<file path="src/rtl/bus_rst_pkg.sv">
package bus_rst_pkg;
  localparam longint NS_PER_S = 64'd1_000_000_000;
  localparam longint LONG_NS  = 64'd100_000_000;
  localparam longint SHORT_NS = 64'd15_500;

  // cycles = ceil(hz * ns / (1e9 * scale))
  function automatic int cycles_for(input longint hz, input longint ns,
                                    input longint scale);
    longint num;
    longint den;
    num = hz * ns;
    den = NS_PER_S * scale;
    return int'((num + den - 1) / den);
  endfunction
endpackage

</file>
<file path="src/rtl/bus_rst_arbiter.sv">
module bus_rst_arbiter #(
  parameter int N_LONG  = 1000,
  parameter int N_SHORT = 16,
  parameter int CW      = 10
) (
  input  logic          pwr_good,
  input  logic          pwr_fail_warn,
  input  logic          sw_rst,
  input  logic          long_active,
  output logic          load,
  output logic          load_long,
  output logic [CW-1:0] load_val
);
  logic long_req;
  logic short_req;

  always_comb begin
    long_req  = !pwr_good || pwr_fail_warn;
    short_req = sw_rst && !long_active;
    load      = long_req || short_req;
    load_long = long_req;
    load_val  = long_req ? CW'(N_LONG - 1) : CW'(N_SHORT - 1);
  end
endmodule

</file>
<file path="src/rtl/bus_rst_counter.sv">
module bus_rst_counter #(
  parameter int CW = 10
) (
  input  logic          clk,
  input  logic          pwr_good,
  input  logic          load,
  input  logic          load_long,
  input  logic [CW-1:0] load_val,
  output logic          low_q,
  output logic          long_q
);
  logic [CW-1:0] cnt_q;

  always_ff @(posedge clk) begin
    if (load) begin
      cnt_q  <= load_val;
      low_q  <= 1'b1;
      long_q <= load_long;
    end else if (cnt_q != '0) begin
      cnt_q  <= cnt_q - 1'b1;
    end else begin
      low_q  <= 1'b0;
      long_q <= 1'b0;
    end
  end

  AST_LONG_NOT_CUT: assert property (@(posedge clk) disable iff (!pwr_good)
    (long_q && cnt_q > 1) |=> (long_q && low_q));

  AST_LONG_ENDS_WITH_RELEASE: assert property (@(posedge clk) disable iff (!pwr_good)
    $fell(long_q) |-> !low_q);
endmodule

</file>
<file path="src/rtl/bus_rst_seq.sv">
module bus_rst_seq #(
  parameter int CLK_HZ     = 50_000_000,
  parameter int LONG_SCALE = 1
) (
  input  logic clk,
  input  logic pwr_good,
  input  logic pwr_fail_warn,
  input  logic sw_rst,
  output logic bus_rst_n
);
  import bus_rst_pkg::*;

  localparam int N_LONG  = cycles_for(longint'(CLK_HZ), LONG_NS, longint'(LONG_SCALE));
  localparam int N_SHORT = cycles_for(longint'(CLK_HZ), SHORT_NS, 64'd1);
  localparam int N_MAX   = (N_LONG > N_SHORT) ? N_LONG : N_SHORT;
  localparam int CW      = (N_MAX < 2) ? 1 : $clog2(N_MAX);

  logic          load;
  logic          load_long;
  logic [CW-1:0] load_val;
  logic          low_q;
  logic          long_q;

  bus_rst_arbiter #(.N_LONG(N_LONG), .N_SHORT(N_SHORT), .CW(CW)) arb_i (
    .pwr_good      (pwr_good),
    .pwr_fail_warn (pwr_fail_warn),
    .sw_rst        (sw_rst),
    .long_active   (long_q),
    .load          (load),
    .load_long     (load_long),
    .load_val      (load_val)
  );

  bus_rst_counter #(.CW(CW)) cnt_i (
    .clk       (clk),
    .pwr_good  (pwr_good),
    .load      (load),
    .load_long (load_long),
    .load_val  (load_val),
    .low_q     (low_q),
    .long_q    (long_q)
  );

  assign bus_rst_n = !low_q;

  AST_DOWN_HOLDS_LOW: assert property (@(posedge clk)
    !pwr_good |=> !bus_rst_n);

  AST_WARN_NEXT_LOW: assert property (@(posedge clk) disable iff (!pwr_good)
    pwr_fail_warn |=> !bus_rst_n);

  AST_SW_NEXT_LOW: assert property (@(posedge clk) disable iff (!pwr_good)
    sw_rst |=> !bus_rst_n);
endmodule

</file>
<file path="config.mk">
export PLATFORM = sky130hd
export DESIGN_NAME = bus_rst_seq
export DESIGN_NICKNAME = d
export VERILOG_FILES = /design/src/rtl/bus_rst_pkg.sv /design/src/rtl/bus_rst_arbiter.sv /design/src/rtl/bus_rst_counter.sv /design/src/rtl/bus_rst_seq.sv
export SDC_FILE = /design/constraint.sdc
export NUM_CORES = 1
export LEC_CHECK = 0
export BUFFER_PORTS_ARGS = -buffer_cell sky130_fd_sc_hd__buf_2
export CAP_MARGIN = 10
export CORE_UTILIZATION = 38
export DETAILED_ROUTE_END_ITERATION = 6
export SETUP_SLACK_MARGIN = 0.5
export SLEW_MARGIN = 40
export SYNTH_ARGS = -nofsm -noshare
export SYNTH_HDL_FRONTEND = slang
export SYNTH_SLANG_ARGS = --single-unit
</file>
<file path="constraint.sdc">
create_clock -name clk -period 3.5 [get_ports clk]
set_input_delay 0 -clock clk [delete_from_list [all_inputs] [get_ports clk]]
set_output_delay 0 -clock clk [all_outputs]
set_load 0.03 [all_outputs]
</file>
* Word-level counts from Yosys, hierarchy flattened
Index checks and enable logic that the tools add are counted.
** Word-level totals
- Register bits :: 25
- Latch bits :: 0
- Bits in writable memories :: 0
- Bits in read-only memories :: 0
- Input port bits :: 4
- Output and inout port bits :: 1
- Memories kept :: 0
** Operators by class
- Add/sub/neg operators :: 1
- Multiply operators :: 0
- Div/mod/pow operators :: 0
- Order comparisons :: 0
- Eq/ne operators :: 1
- Shifts and indexed selects :: 0
- Mux-type cells :: 5
- Bitwise logic cells :: 0
- Reduce and logical (&&, ||, !) cells :: 8
** Operators by type and width (number)
- $mux 23 :: 3
- $reduce_bool 23->1 :: 1
- $sub 23x1->23 const B :: 1
- $logic_not 1->1 :: 3
- $logic_or 1x1->1 :: 2
- $mux 1 :: 2
- $ne 2x2->1 const B :: 1
- $reduce_bool 2->1 :: 1
- $logic_and 1x1->1 :: 1

* Logic depth before layout (Yosys ltp)
Gate-level depths: netlist of the first run.
- Word-level depth :: 4
- Depth in mapped cells :: 8
- Depth with buffers taken out :: 6

* Hierarchy
From an unflattened synthesis of the first run, not the netlist that was laid out.
** Unflattened totals
- Cell total of the unflattened synthesis :: 176
- Area total of the unflattened synthesis :: 1680.4 sq um
** By module, submodules not included
- bus_rst_counter :: times used 1, cells each 147, area an instance 1471.4 sq um
- bus_rst_arbiter :: times used 1, cells each 28, area an instance 205.2 sq um
- bus_rst_seq :: times used 1, cells each 1, area an instance 3.8 sq um

* Worst setup path before layout of the first run
OpenSTA, ideal clock, no wires.
- Kind :: register to register
- Start point :: register cnt_i.cnt_q[11]
- End point :: register cnt_i.cnt_q[0] (enable)
- Library setup time :: 0.359 ns
- Data arrival time :: 2.486 ns
- Path slack :: 0.654 ns
- Stages on the path, launching flop included :: 6
- Path buffers :: 1
- Period minus slack after synthesis :: 2.846 ns
- Cells stage by stage :: edfxtp_1 -> or4_1 -> buf_2 -> or4_1 -> or3_1 -> or2_1
** Between the ends
- Longest elaborated chain between the ends :: 2
** Ends and longest elaborated chain
- from (decl) :: line bus_rst_counter.sv:12 : logic [CW-1:0] cnt_q;
- from (signal assigned) :: line bus_rst_counter.sv:16 : cnt_q <= load_val;
- from (signal assigned) :: line bus_rst_counter.sv:20 : cnt_q <= cnt_q - 1'b1;
- $reduce_bool 23->1 :: line bus_rst_counter.sv:19 : end else if (cnt_q != '0) begin
- $reduce_bool 2->1 (no line)
No other way between the ends.
A chain may end at the register's enable or synchronous reset.

* Worst setup path in the final report of the first run
- Start point :: register cnt_i.cnt_q[11]
- End point :: register cnt_i.cnt_q[1] (enable)
Same word-level chain as after synthesis.

==> results.ini, run 1 <==
[global_route]
grtUsageTotal_pct = 16.63
use_met3_pct = 1.642
met2_usage_pct = 27.15
grt_max_degree = 15
antenna_found_initial = 0
grt.busiest_layer = met2
grt_overflow_total = 0
grt_pass1_vias = 1073
grt_use_met1_pct = 21.98
grt_first_pass_wirelength_um = 5119

[setup_path]
crit_required_ns = 3.52
cp_cell_sequence = or4_1 > or4_1 > or3_1 > or2_1 > buf_4
slowest_stage = or4_1
crit_top_cell = or4_1
crit_arrival_ns = 2.87
crit_type = flop to flop
endpoint_kind = flop
cpPeakStageDelay_ns = 0.65
path_max_fanout = 14
critPathLaunchType = flop

[detailed_routing]
firstDrtPassIters = 4
drcViolationCount = 0
ant_nets = 0
vias = 1054
viasPerCell = 5.636
drt-total-wl_um = 2940
wl_per_cell_um = 15.72
dr.first_iter.drc_count = 36

[final_layout]
final_util_pct = 44.09
fill_cells = 329
synthToLayoutAreaGrowth_pct = 7.727
drive_above_1_share_pct = 7.092
n_antenna_cell = 0
final_cells = 187
final_area_mm2 = 0.001518
final_nets = 148

[power_and_ir_drop]
p_per_area_mw_per_mm2 = 343.3
finalPower_mw = 0.5211
leakage_nw = 0.4706
ir_worst_vdd_uv = 197.3

[sta]
fmax_mhz = 351.9
setup_tns_ns = 0
finClkSkew_ns = 0.003013
setup_viol = 0
whs_ns = 0.1650
slew_violations = 0
rsz0062_at_grt = false
worst_pin_slew_ns = 0.7435
fin_crit_ns = 2.842
finalHoldViolations = 0
period_share_pct = 81.20
worst_slack_ns = 0.6580
relSlewSlack_pct = 50.33

[clock_network]
cts_tree = built
cts_setup_buffers = 0
clockBufferDepth = 2
cts-root-buf = clkbuf_8
cts_buffers = 3
clock-sinks = 25
clkTransAtPathRegs_ns = 0.08
holdBufCountCts = 0
cts.repair.resized = 0
htree_levels = 1
clk_latency_ns = 0.27

[yosys]
syn_inst = 138
synth_edf_count = 24
syn_avg_cell_area_um2 = 10.21
ys_ff_latch = 25
synth.distinct_cells = 35
yosys_warnings = 0
syn-num-nets = 144
syn_area_mm2 = 0.001409
synth-seq-area-share_pct = 52.58
synthFlopType = edfxtp_1
async_flop_share_pct = 0

[placement]
placed_area_mm2 = 0.001473
dp.cells = 183
dp_slack_ns = 0.6897
io_buffers = 4
dp_hpwl_um = 2090
gp_congestion = 0.7538

[die]
die_h_um = 62.89
pin_count = 5
design.core.area_mm2 = 0.003442
num_rows = 21
die_w_um = 62.89
die_area_mm2 = 0.003955
start_util_pct = 40.93

[outcome]
outcome = finished, final reports clean

[run]
drv_cap = 0

[worst_hold_path]
min_path_type = input port to flop

[area by class of cell]
cell class	instances	area (µm²)	share of cell area, %
clock buffer	4	45.04	2.968
multi-input combinational	100	616.8	40.64
timing repair buffer	6	35.03	2.308
inverter	6	22.52	1.484
sequential	25	740.7	48.80
tap	46	57.56	3.792
[report_power, final]
part           switching (mW)  total, mW  leakage [nW]  internal, mW
clock network          0.0878      0.169        0.0228        0.0814
logic                  0.0131     0.0198         0.200       0.00678
registers             0.00390      0.332         0.248         0.328
total                   0.105      0.521         0.471         0.416
[layout by cell type (no fill, tap or decap), types with 3 or more instances in the layout]
cell type,count
xnor2_1,7
a21oi_1,5
nor4_1,4
nand3_1,5
nand2_1,10
o31ai_1,3
inv_1,6
clkbuf_8,3
nor2_1,14
o21ai_0,8
xor2_1,5
edfxtp_1,24
nor3_1,5
or4_1,8
or3_1,5
buf_2,4
[state kept, by name, summed over array words and instances (netlist names)]
register	cells
cnt_i.cnt_q	23
cnt_i.low_q	1
cnt_i.long_q	1
[cells in the mapped netlist (all sizes together), types with 2 or more instances]
cell    count  area, µm²
nand4       2      12.51
inv         6      22.52
edfxtp     24      720.7
nand2      10      37.54
a21oi       5      25.02
ha          2      25.02
nor3        5      25.02
nor2b       2      12.51
or2         2      12.52
o31ai       3      22.52
clkbuf      5      18.77
nor4        4      25.02
o21ai       8      40.04
buf         2      10.01
or4         8      60.06
xor2        5      43.79
xnor2       7      61.31
nand3       5      25.02
nor2       14      52.55
or3         5      31.28
[layer usage]
metal  vias up  wire, µm  share of wire, %
li1        521         -                 -
met1       511      1410                48
met2        15      1413                48
met3         7        46               1.6
met4         0        69               2.3
met5         -         0                 0
[worst paths after layout]
path	from	endpoint	slack, ns	cells after the start
min reg2reg	cnt_i.low_q$_SDFFE_PP1N_	cnt_i.low_q$_SDFFE_PP1N_	0.47	1
max reg2reg	cnt_i.cnt_q[11]$_DFFE_PP_	cnt_i.cnt_q[1]$_SDFFCE_PP1P_	0.66	5
max	cnt_i.cnt_q[11]$_DFFE_PP_	cnt_i.cnt_q[1]$_SDFFCE_PP1P_	0.66	5
min	pwr_fail_warn	cnt_i.cnt_q[11]$_DFFE_PP_	0.16	3
[logic make-up after synthesis]
| logic type | count (synthesis) | synth area share (%) |
|---|---|---|
| AOI/OAI and AO/OA | 23 | 10.30 |
| and+or+nand+nor | 63 | 24.25 |
| adders and majority gates | 2 | 1.776 |
| xor gates and xnor gates | 12 | 7.460 |
| DFF | 25 | 52.58 |
| buffers and inverters | 13 | 3.641 |
[critical path: cells and delay by family, from the launching register on]
kind | cells | cell delay [ns]
AND/OR/NAND/NOR | 4 | 1.96
flip-flops | 1 | 0.42
buffers and inverters | 1 | 0.20
Note: power is estimated with default switching activity, not from simulation.
==> run 2, diff against run 1 <==
--- a/config.mk
+++ b/config.mk
@@ -5,6 +5,7 @@
 export SDC_FILE = /design/constraint.sdc
 export NUM_CORES = 1
 export LEC_CHECK = 0
+export ABC_AREA = 1
 export BUFFER_PORTS_ARGS = -buffer_cell sky130_fd_sc_hd__buf_2
 export CAP_MARGIN = 10
 export CORE_UTILIZATION = 38
==> constraint.sdc (replaced) <==
create_clock -name clk -period 2.6 [get_ports clk]
set_input_delay 0 -clock clk [delete_from_list [all_inputs] [get_ports clk]]
set_output_delay 0 -clock clk [all_outputs]
set_load 0.03 [all_outputs]
==> results.ini, run 2 <==
[outcome]
outcome = finished, final reports clean

[placement]
io_buffers = 4  ; unchanged
dp_hpwl_um = 2475  ; +18%
placed_area_mm2 = 0.001704  ; +16%
gp_congestion = 0.8450  ; +12%

[clock_network]
htree_levels = 1  ; unchanged
holdBufCountCts = 0  ; unchanged
cts.repair.resized = 0  ; unchanged
clockBufferDepth = 2  ; unchanged
clkTransAtPathRegs_ns = 0.09  ; about the same
cts_tree = built
cts-root-buf = clkbuf_8
clk_latency_ns = 0.28  ; about the same
clock-sinks = 25  ; unchanged
cts_setup_buffers = 0  ; unchanged
cts_buffers = 3  ; unchanged

[die]
start_util_pct = 39.82  ; -1.1 points
die_h_um = 66.74  ; +6.1%
num_rows = 23  ; +9.5%
die_area_mm2 = 0.004454  ; +13%
die_w_um = 66.74  ; +6.1%
pin_count = 5  ; unchanged
design.core.area_mm2 = 0.004000  ; +16%

[power_and_ir_drop]
power.share.clock_pct = 32.6  ; about the same
p_sw_share_pct = 23.58  ; +3.5 points
leakage_nw = 0.7313  ; +55%
finalPower_mw = 0.7494  ; +44%
power.internal_mw = 0.5727  ; +38%
p_per_area_mw_per_mm2 = 427.5  ; +25%
seq_power_share_pct = 61.0  ; -2.7 points
ir_worst_vdd_uv = 301.9  ; +53%
combPwrFrac_pct = 6.3  ; +2.5 points
power_switching_mw = 0.1767  ; +69%

[setup_path]
crit_required_ns = 2.58  ; -0.94 ns
reg2reg_depth = 5  ; unchanged
crit_top_cell = buf_4
slowest_stage = edfxtp_1
crit_arrival_ns = 1.66  ; -1.21 ns
crit_type = flop to flop
ff2ff_setup_slack_ns = 0.92  ; +0.26 ns
crit_family = buffers and inverters
cpPeakStageDelay_ns = 0.36  ; -0.29 ns
path_max_fanout = 15  ; +1
startpoint = cnt_i.long_q$_SDFFCE_PN0P_
regToRegEndpoint = cnt_i.cnt_q[16]$_SDFFCE_PP0P_
critPathLaunchType = flop
crit_end = cnt_i.cnt_q[16]$_SDFFCE_PP0P_
crit-reg2reg-launch = cnt_i.long_q$_SDFFCE_PN0P_
cp_cell_sequence = o21ai_0 > buf_4 > inv_1 > nand4_1 > buf_4
path_depth = 5  ; unchanged
endpoint_kind = flop
path_buf_inv = 3  ; +2

[global_route]
antenna_found_initial = 0  ; unchanged
grt_pass1_vias = 1191  ; +11%
grt_first_pass_wirelength_um = 5388  ; +5.3%
grt_overflow_total = 0  ; unchanged
grt_max_degree = 16  ; +1
grtUsageTotal_pct = 16.39  ; -0.24 points

[detailed_routing]
drt-total-wl_um = 3167  ; +7.7%
wl_per_cell_um = 12.42  ; -21%
vias = 1230  ; +17%
drcViolationCount = 0  ; unchanged
dr.first_iter.drc_count = 50  ; +39%
viasPerCell = 4.824  ; -14%
ant_nets = 0  ; unchanged
firstDrtPassIters = 4  ; unchanged

[final_layout]
layout_common_cells = nand2_1, nor2_1, edfxtp_1, inv_1, nand3_1
largest_reg_flops = 23  ; unchanged
final_nets = 212  ; +43%
largest_register = cnt_i.cnt_q
n_antenna_cell = 0  ; unchanged
reg.largest.list = cnt_i.cnt_q x23, cnt_i.long_q x1, cnt_i.low_q x1
drive_above_1_share_pct = 14.15  ; +7.1 points
multi_input_area_um2 = 760.7  ; +23%
seq_area_um2 = 740.7  ; unchanged
synthToLayoutAreaGrowth_pct = 10.05
fill_cells = 411  ; +25%
final_common_cell = nand2_1
final_area_mm2 = 0.001753  ; +15%

[sta]
finalHoldViolations = 0  ; unchanged
fmax_mhz = 595.2  ; +69%
period_share_pct = 64.62  ; -17 points
slew_violations = 0  ; unchanged
finClkSkew_ns = 0.007262  ; +0.004249 ns
setup_tns_ns = 0  ; unchanged
setup_viol = 0  ; unchanged
worst_pin_slew_ns = 0.4428  ; -0.3007 ns
rsz0062_at_grt = false
fin_crit_ns = 1.680  ; -1.162 ns
relSlewSlack_pct = 70.45  ; +20 points

[yosys]
netlist.area_leader.share_pct = 45.25  ; -5.9 points
synth.distinct_cells = 26  ; -26%
yosys_warnings = 0  ; unchanged
synthTopCellsByArea = edfxtp_1, nand2_1, nor2_1
synth_common_cells = nand2_1, nor2_1, edfxtp_1, inv_1, nand3_1
syn_avg_cell_area_um2 = 8.126  ; -20%
yosysTopAreaCell = edfxtp_1
ys_ff_latch = 25  ; unchanged
synthFlopType = edfxtp_1
post-synth-top-count-cell = nand2_1
syn_inst = 196  ; +42%
synth_edf_count = 24  ; unchanged
synth-seq-area-share_pct = 46.50  ; -6.1 points
async_flop_share_pct = 0  ; unchanged
syn-num-nets = 202  ; +40%
syn_area_mm2 = 0.001593  ; +13%

[worst_hold_path]
min_path_type = input port to flop

[run]
drv_cap = 0  ; unchanged

-- run 2: cell types whose count changed in the layout (fill, tap and decap cells not counted), moves of 4 or more --
cell     delta
nand3_1     +8
inv_1      +16
xnor2_1     -4
or3_1       -5
nor2_1     +23
nand2_1    +39
nor2_4      +5
nor3_1      -4
or4_1       -8
-- run 2: worst min-delay path, delay by kind of cell --
| kind | cells | cell delay (ns) |
|---|---|---|
| AND/OR/NAND/NOR | 1 | 0.03 |
| buffers and inverters | 3 | 0.28 |
-- run 2: power groups by stage --
| stage | sequential [mW] | clock (mW) | combinational, mW |
|---|---|---|---|
| detailed placement | 0.466 | 0 | 0.0477 |
| CTS | 0.457 | 0.249 | 0.0482 |
| finish | 0.457 | 0.245 | 0.0474 |
| global route | 0.459 | 0.262 | 0.0542 |
| global placement | 0.467 | 0 | 0.0473 |
| floorplan | 0.463 | 0 | 0.0357 |
-- run 2: cell type report --
| cell class | count | area share, % |
|---|---|---|
| clock inverter | 1 | 0.4283 |
| sequential | 25 | 42.26 |
| multi-input combinational | 144 | 43.40 |
| tap | 50 | 3.569 |
| timing repair buffer | 8 | 2.855 |
| inverter | 24 | 5.139 |
| clock buffer | 3 | 2.355 |
-- run 2: layer usage --
metal  global-route usage, %  up-vias  part of all wire [%]
met4                   5.319        0                   1.2
met1                   22.06      557                    52
met3                   2.740        5                   2.7
li1                        -      651                     -
met2                   26.52       17                    44
met5                       0        -                     0
-- run 2: worst min-delay path by stage --
stage             startpoint  slack, ns                         end  cells past startpoint
5_1_grt        pwr_fail_warn       0.15  cnt_i.long_q$_SDFFCE_PN0P_                      4
4_1_cts        pwr_fail_warn       0.13  cnt_i.long_q$_SDFFCE_PN0P_                      4
2_1_floorplan  pwr_fail_warn       0.36  cnt_i.long_q$_SDFFCE_PN0P_                      3
6_report       pwr_fail_warn       0.14  cnt_i.long_q$_SDFFCE_PN0P_                      4
3_3_place_gp   pwr_fail_warn       0.42  cnt_i.long_q$_SDFFCE_PN0P_                      4
3_5_place_dp   pwr_fail_warn       0.42  cnt_i.long_q$_SDFFCE_PN0P_                      4
-- run 2: cell families after synthesis --
kind of cell,Yosys count,share of synthesized area (%)
and+or+nand+nor,117,35.27
buffers and inverters,27,6.520
adders and majority gates,2,1.571
xor gates and xnor gates,7,3.849
AOI/OAI and AO/OA,18,6.284
DFF,25,46.50
-- run 2: through the flow --
step	instances	utilization [%]	setup WS, ns	hold slack (ns)
after global placement	251	42.60	0.9504	0.4227
after global routing	255	43.82	0.7654	0.1509
final	255	43.82	0.9198	0.1429
after floorplan	196	-	0.4653	0.3645
after CTS	255	43.82	0.8917	0.1347
after detailed placement	251	42.60	0.9371	0.4225
